<file path="src/rtl/pcie_irq_hub_pkg.sv">
`timescale 1ns/1ps
package pcie_irq_hub_pkg;
  localparam int ADDR_W     = 12;
  localparam int REG_STRIDE = 16;
  // Offsets that software decodes directly.
  localparam logic [ADDR_W-1:0] MSI_STAT_BASE  = 12'h104;
  localparam logic [ADDR_W-1:0] INTX_STAT_BASE = 12'h184;
  localparam logic [ADDR_W-1:0] ERR_STAT_ADDR  = 12'h1C4;
  localparam logic [ADDR_W-1:0] ERR_ENS_ADDR   = 12'h1C8;
  localparam logic [ADDR_W-1:0] ERR_ENC_ADDR   = 12'h1CC;
  localparam logic [ADDR_W-1:0] EOI_ADDR       = 12'h020;
  localparam logic [ADDR_W-1:0] EN_SET_OFS     = 12'h004;
  localparam logic [ADDR_W-1:0] EN_CLR_OFS     = 12'h008;
endpackage

</file>
<file path="src/rtl/msi_vec_steer.sv">
`timescale 1ns/1ps
// Spreads a vector number over groups: vector v -> group v mod GROUPS, bit v / GROUPS.
module msi_vec_steer #(
  parameter int GROUPS = 8,
  parameter int BITS   = 4,
  parameter int VEC_W  = 5
) (
  input  logic                         valid,
  input  logic [VEC_W-1:0]             vector,
  output logic [GROUPS-1:0][BITS-1:0]  set
);
  always_comb begin
    set = '0;
    for (int g = 0; g < GROUPS; g++) begin
      for (int b = 0; b < BITS; b++) begin
        if (valid && vector == VEC_W'(b * GROUPS + g)) set[g][b] = 1'b1;
      end
    end
  end
endmodule

</file>
<file path="src/rtl/irq_src_bank.sv">
`timescale 1ns/1ps
// One interrupt source bank: sticky status, enable mask, and either a
// re-armed pulse output (REARM=1) or a level output (REARM=0).
module irq_src_bank #(
  parameter int W     = 4,
  parameter bit REARM = 1'b1
) (
  input  logic         clk,
  input  logic         rst,
  input  logic [W-1:0] evt_set,
  input  logic         stat_wr,
  input  logic [W-1:0] stat_clr,
  input  logic         en_set_wr,
  input  logic         en_clr_wr,
  input  logic [W-1:0] en_data,
  input  logic         eoi,
  output logic [W-1:0] status,
  output logic [W-1:0] enable,
  output logic         irq
);
  logic pend;
  assign pend = |(status & enable);

  always_ff @(posedge clk) begin
    if (rst) begin
      status <= '0;
      enable <= '0;
    end else begin
      // new events win over a clear of the same bit
      status <= (status & ~(stat_wr ? stat_clr : {W{1'b0}})) | evt_set;
      if (en_set_wr)      enable <= enable | en_data;
      else if (en_clr_wr) enable <= enable & ~en_data;
    end
  end

  generate
    if (REARM) begin : g_pulse
      logic armed;
      always_ff @(posedge clk) begin
        if (rst) begin
          armed <= 1'b1;
          irq   <= 1'b0;
        end else begin
          irq   <= armed & pend;
          armed <= eoi | (armed & ~pend);
        end
      end
    end else begin : g_level
      logic unused_eoi;
      assign unused_eoi = eoi;
      always_ff @(posedge clk) begin
        if (rst) irq <= 1'b0;
        else     irq <= pend;
      end
    end
  endgenerate
endmodule

</file>
<file path="src/rtl/pcie_irq_hub.sv">
`timescale 1ns/1ps
module pcie_irq_hub
  import pcie_irq_hub_pkg::*;
#(
  parameter int MSI_GROUPS = 8,
  parameter int MSI_BITS   = 4,
  parameter int INTX_LINES = 4,
  parameter int ERR_BITS   = 6,
  parameter int VEC_W      = $clog2(MSI_GROUPS * MSI_BITS)
) (
  input  logic                  clk,
  input  logic                  rst,
  input  logic                  reg_wr,
  input  logic                  reg_rd,
  input  logic [ADDR_W-1:0]     reg_addr,
  input  logic [31:0]           reg_wdata,
  output logic [31:0]           reg_rdata,
  input  logic                  msi_valid,
  input  logic [VEC_W-1:0]      msi_vector,
  input  logic [INTX_LINES-1:0] intx_in,
  input  logic [ERR_BITS-1:0]   err_evt,
  output logic [MSI_GROUPS-1:0] msi_irq,
  output logic [INTX_LINES-1:0] intx_irq,
  output logic                  err_irq
);
  logic [MSI_GROUPS-1:0][MSI_BITS-1:0] msi_set, msi_stat, msi_en;
  logic [INTX_LINES-1:0]               intx_stat, intx_en;
  logic [ERR_BITS-1:0]                 err_stat, err_en;
  logic                                eoi_wr;
  logic [31:0]                         rd_mux;

  assign eoi_wr = reg_wr && (reg_addr == EOI_ADDR);

  msi_vec_steer #(.GROUPS(MSI_GROUPS), .BITS(MSI_BITS), .VEC_W(VEC_W)) u_steer (
    .valid(msi_valid), .vector(msi_vector), .set(msi_set));

  // Message groups: end-of-interrupt code INTX_LINES+g
  for (genvar g = 0; g < MSI_GROUPS; g++) begin : g_msi
    localparam logic [ADDR_W-1:0] A_ST = MSI_STAT_BASE + ADDR_W'(g * REG_STRIDE);
    irq_src_bank #(.W(MSI_BITS), .REARM(1'b1)) u_bank (
      .clk(clk), .rst(rst),
      .evt_set(msi_set[g]),
      .stat_wr(reg_wr && reg_addr == A_ST),
      .stat_clr(reg_wdata[MSI_BITS-1:0]),
      .en_set_wr(reg_wr && reg_addr == A_ST + EN_SET_OFS),
      .en_clr_wr(reg_wr && reg_addr == A_ST + EN_CLR_OFS),
      .en_data(reg_wdata[MSI_BITS-1:0]),
      .eoi(eoi_wr && reg_wdata == 32'(INTX_LINES + g)),
      .status(msi_stat[g]), .enable(msi_en[g]), .irq(msi_irq[g]));
  end

  // Legacy lines: end-of-interrupt code i
  for (genvar i = 0; i < INTX_LINES; i++) begin : g_intx
    localparam logic [ADDR_W-1:0] A_ST = INTX_STAT_BASE + ADDR_W'(i * REG_STRIDE);
    irq_src_bank #(.W(1), .REARM(1'b1)) u_bank (
      .clk(clk), .rst(rst),
      .evt_set(intx_in[i]),
      .stat_wr(reg_wr && reg_addr == A_ST),
      .stat_clr(reg_wdata[0]),
      .en_set_wr(reg_wr && reg_addr == A_ST + EN_SET_OFS),
      .en_clr_wr(reg_wr && reg_addr == A_ST + EN_CLR_OFS),
      .en_data(reg_wdata[0]),
      .eoi(eoi_wr && reg_wdata == 32'(i)),
      .status(intx_stat[i]), .enable(intx_en[i]), .irq(intx_irq[i]));
  end

  // Errors: level output, no re-arm
  irq_src_bank #(.W(ERR_BITS), .REARM(1'b0)) u_err (
    .clk(clk), .rst(rst),
    .evt_set(err_evt),
    .stat_wr(reg_wr && reg_addr == ERR_STAT_ADDR),
    .stat_clr(reg_wdata[ERR_BITS-1:0]),
    .en_set_wr(reg_wr && reg_addr == ERR_ENS_ADDR),
    .en_clr_wr(reg_wr && reg_addr == ERR_ENC_ADDR),
    .en_data(reg_wdata[ERR_BITS-1:0]),
    .eoi(1'b0),
    .status(err_stat), .enable(err_en), .irq(err_irq));

  // Read decode
  always_comb begin
    rd_mux = '0;
    for (int g = 0; g < MSI_GROUPS; g++) begin
      if (reg_addr == MSI_STAT_BASE + ADDR_W'(g * REG_STRIDE))
        rd_mux = 32'(msi_stat[g]);
      if (reg_addr == MSI_STAT_BASE + ADDR_W'(g * REG_STRIDE) + EN_SET_OFS ||
          reg_addr == MSI_STAT_BASE + ADDR_W'(g * REG_STRIDE) + EN_CLR_OFS)
        rd_mux = 32'(msi_en[g]);
    end
    for (int i = 0; i < INTX_LINES; i++) begin
      if (reg_addr == INTX_STAT_BASE + ADDR_W'(i * REG_STRIDE))
        rd_mux = 32'(intx_stat[i]);
      if (reg_addr == INTX_STAT_BASE + ADDR_W'(i * REG_STRIDE) + EN_SET_OFS ||
          reg_addr == INTX_STAT_BASE + ADDR_W'(i * REG_STRIDE) + EN_CLR_OFS)
        rd_mux = 32'(intx_en[i]);
    end
    if (reg_addr == ERR_STAT_ADDR) rd_mux = 32'(err_stat);
    if (reg_addr == ERR_ENS_ADDR || reg_addr == ERR_ENC_ADDR) rd_mux = 32'(err_en);
  end

  always_ff @(posedge clk) begin
    if (rst)         reg_rdata <= '0;
    else if (reg_rd) reg_rdata <= rd_mux;
    else             reg_rdata <= '0;
  end
endmodule

</file>
<file path="config.mk">
export PLATFORM = sky130hd
export DESIGN_NAME = pcie_irq_hub
export DESIGN_NICKNAME = d
export VERILOG_FILES = /design/src/rtl/pcie_irq_hub_pkg.sv /design/src/rtl/msi_vec_steer.sv /design/src/rtl/irq_src_bank.sv /design/src/rtl/pcie_irq_hub.sv
export SDC_FILE = /design/constraint.sdc
export NUM_CORES = 1
export LEC_CHECK = 0
export BUFFER_PORTS_ARGS = -buffer_cell sky130_fd_sc_hd__buf_4
export CELL_PAD_IN_SITES_DETAIL_PLACEMENT = 2
export CELL_PAD_IN_SITES_GLOBAL_PLACEMENT = 2
export CORE_AREA = 2 2 140 142
export CTS_BUF_LIST = sky130_fd_sc_hd__clkbuf_4 sky130_fd_sc_hd__clkbuf_8
export DETAILED_ROUTE_END_ITERATION = 6
export DIE_AREA = 0 0 142 144
export GPL_TIMING_DRIVEN = 0
export PLACE_DENSITY = 0.8
export SETUP_SLACK_MARGIN = 0.1
export SYNTH_ARGS = -nofsm -noshare
export SYNTH_HDL_FRONTEND = slang
export SYNTH_HIERARCHICAL = 1
export SYNTH_SLANG_ARGS = --single-unit
</file>
<file path="constraint.sdc">
create_clock -name clk -period 2.8 [get_ports clk]
set_input_delay 0.56 -clock clk [delete_from_list [all_inputs] [get_ports clk]]
set_output_delay 0.56 -clock clk [all_outputs]
set_load 0.05 [all_outputs]
</file>
==> results.py <==
metrics = {
    "worst_setup_path": {
        "cp_max_fo": 10,
        "r2r-end": "reg_rdata[0]$_SDFF_PP0_",
        "cp.arrival_ns": 2.86,
        "crit_type": "input pin to register",
        "end_kind": "register",
        "rr_worst_depth": 8,
        "reg2reg_slack_ns": 0.88,
        "crit_required_ns": 3.13,
        "r2r_start": "g_msi[4].u_bank/status[0]$_SDFF_PP0_",
        "worstSetupStartpointType": "input pin",
    },
    "synthesis": {
        "synth_seq_area_share": 0.364,
        "synth_top_area_share": 0.364,
        "yosys-mux-area-fraction": 0.00317,
        "synth_cells": 770,
        "synthXorXnorAreaFrac": 0,
        "yosysMostFrequentCell": "dfxtp_1",
        "synth_area_sq_mm": 0.00632,
        "yosys_warnings": 6,
        "synth_common_cells": "dfxtp_1 (115), nor2_1 (106), nand2_1 (75), a21oi_1 (74), a22oi_1 (33)",
        "yosys.area_share.simple": 0.193,
        "synth.ff_latch_count": 115,
        "yosysTopAreaCell": "dfxtp_1",
        "synth_compound_area_frac": 0.378,
        "synth_edf_count": 0,
        "synth.distinct_cells": 60,
        "ys.flop_type": "dfxtp_1",
        "async_flop_share": 0,
        "synthAdderAreaFrac": 0,
        "synth_top_family_by_area": "compound AO/OA/AOI/OAI gates",
        "synthTopCellsByArea": "dfxtp_1 (36%), nor2_1 (6.3%), a21oi_1 (5.9%), a21bo_2 (5.1%), o21ba_2 (5.1%)",
        "synth_area_per_cell_sq_um": 8.21,
    },
    "global_routing": {
        "grt_pass1_wl_microns": 39700,
        "track_usage": 0.256,
        "grt-ovfl-total": 0,
        "grt_antenna_before_repair": 0,
        "grt_max_degree": 46,
        "grt_pass1_vias": 6764,
    },
    "hold_path": {
        "holdCritStartpoint": "err_evt[5]",
        "hold_class": "input pin to register",
        "hold_path_end": "u_err/status[5]$_SDFF_PP0_",
        "hold_path_depth": 2,
    },
    "pwr": {
        "vdd_drop_max_mv": 0.260,
        "p_per_area_mw_per_mm2": 473,
        "p_leak_uw": 0.00280,
    },
    "cells_and_area": {
        "postLayoutCoreUtil": 0.405,
        "drive_gt1_frac": 0.261,
        "area_delta_synth_final_pct": 22.3,
        "design_area_sq_mm": 0.00773,
        "num_antenna_cells": 0,
        "fin_nets": 958,
        "fillerInstances": 2164,
    },
    "sta": {
        "drv_slew": 0,
        "rsz0062_at_grt": "no",
        "setup_violations": 0,
        "period_share": 0.906,
        "period_needed_ns": 2.54,
        "hold_viol": 0,
        "finalWorstSetupSlack_ns": 0.264,
        "max_slew_margin": 0.515,
        "max_freq_ghz": 0.394,
        "fin_skew_ns": 0.00894,
        "worst_slew_pin_slew_ns": 0.727,
    },
    "clock_tree": {
        "numCtsBuffers": 17,
        "cts.sinks": 115,
        "h-tree-depth": 4,
        "cts-root-buf": "clkbuf_8",
        "cts_hold_buf": 0,
        "cts_tree": "yes",
        "clock_path_buffers": 2,
        "path_clk_slew_ns": 0.07,
        "clock_latency_ns": 0.45,
    },
    "placement": {
        "hpwlAfterDp_microns": 18400,
        "place.gp.congestion": 0.930,
        "io_buffer_count": 80,
        "dpl_cell_area_sq_mm": 0.00731,
        "dp_slack_ns": -0.861,
    },
    "job": {
        "cap_viol_max_count": 0,
    },
    "die": {
        "start_util": 0.331,
        "core-area_sq_mm": 0.0191,
        "die_w_microns": 142,
        "dieArea_sq_mm": 0.0204,
        "fp.dieH_microns": 144,
        "rows": 51,
        "io_pins": 109,
    },
    "detailed_routing": {
        "wl_microns": 26000,
        "wl_per_cell_microns": 22.7,
        "drc": 0,
        "postRouteAntennaNets": 0,
        "viasPerCell": 5.70,
        "drt_iter0_markers": 290,
        "via_count": 6532,
        "first_pass_iters": 5,
    },
    "run_status": {
        "status": "completed",
    },
}
-- logic make-up after synthesis --
logic type,count (synthesis)
AO/OA/AOI/OAI,317
other,1
buffers and inverters,70
multiplexers,2
flip-flops,115
AND/OR/NAND/NOR,265
-- placed cells by master (no fill, tap or decap), types with 10 or more instances in the layout --
master,Yosys,final
a21bo_1,10,10
conb_1,1,26
nor3_1,11,10
dfxtp_1,115,115
o21ba_2,32,32
nand2_1,75,75
o22ai_1,12,12
clkbuf_1,20,15
nor2_1,106,96
nand2b_1,18,18
buf_4,26,106
a22oi_1,33,33
a21boi_0,32,32
o21ai_0,18,18
a21oi_1,74,74
a21bo_2,32,32
nand3_1,16,16
buf_2,10,11
clkbuf_8,0,20
-- area by class of cell --
class,count,area (sq um),share of cell area
timing repair buffer,80,601,0.0777
clock buffer,22,290,0.0376
sequential,115,2300,0.298
multi-input combinational,610,3760,0.487
inverter,10,37.5,0.00486
clock inverter,10,82.6,0.0107
tap,238,298,0.0385
buffer,60,357,0.0461
-- metrics by stage --
step / cells / total power [uW] / hold slack (ns) / TNS, ns
after floorplan: 795 / 1970 / 0.426 / 0
after global placement: 1113 / 2170 / 0.433 / -50.64
after detailed placement: 1113 / 2180 / 0.446 / -52.04
after CTS: 1145 / 3680 / 0.298 / 0
after global routing: 1145 / 3810 / 0.295 / 0
final: 1145 / 3660 / 0.325 / 0
-- critical path: stages --
cell and delay (ns):
buf_4 0.11, clkbuf_1 0.40, clkbuf_2 0.39, clkbuf_1 0.51, nand2_1 0.11, a22oi_1 0.24, o21ai_1 0.15, a21oi_1 0.26
o21ai_1 0.13
-- metal layers --
metal  up-vias  wire [microns]  global-route usage
li1       3021               -                   -
met1      3310           12000               0.335
met2       176           12500               0.435
met3        25            1050              0.0454
met4         0             436              0.0711
met5         -               0                   0
-- worst max-delay path by stage --
stage | slack, ns | endpoint | cells past startpoint | from
2_1_floorplan | 0.23 | reg_rdata[1]$_SDFF_PP0_ | 10 | reg_addr[6]
3_3_place_gp | -0.87 | u_err/status[1]$_SDFF_PP0_ | 10 | reg_addr[1]
3_5_place_dp | -0.86 | u_err/status[3]$_SDFF_PP0_ | 10 | reg_addr[1]
4_1_cts | 0.10 | g_msi[7].u_bank/status[0]$_SDFF_PP0_ | 10 | reg_addr[1]
5_1_grt | 0.19 | reg_rdata[0]$_SDFF_PP0_ | 9 | reg_addr[6]
6_report | 0.26 | reg_rdata[2]$_SDFF_PP0_ | 9 | reg_addr[3]
-- what timing repair did --
item	4_1_cts	5_1_grt
resized for setup	7	17
buffers inserted	0	0
endpoints found under the setup margin	77	78
-- where the power goes --
group / internal, uW / switching, uW / total [uW]
clock: 780 / 723 / 1500
combinational: 163 / 323 / 486
sequential: 1650 / 15.8 / 1670
No activity file was read; power rests on OpenSTA's default activity.
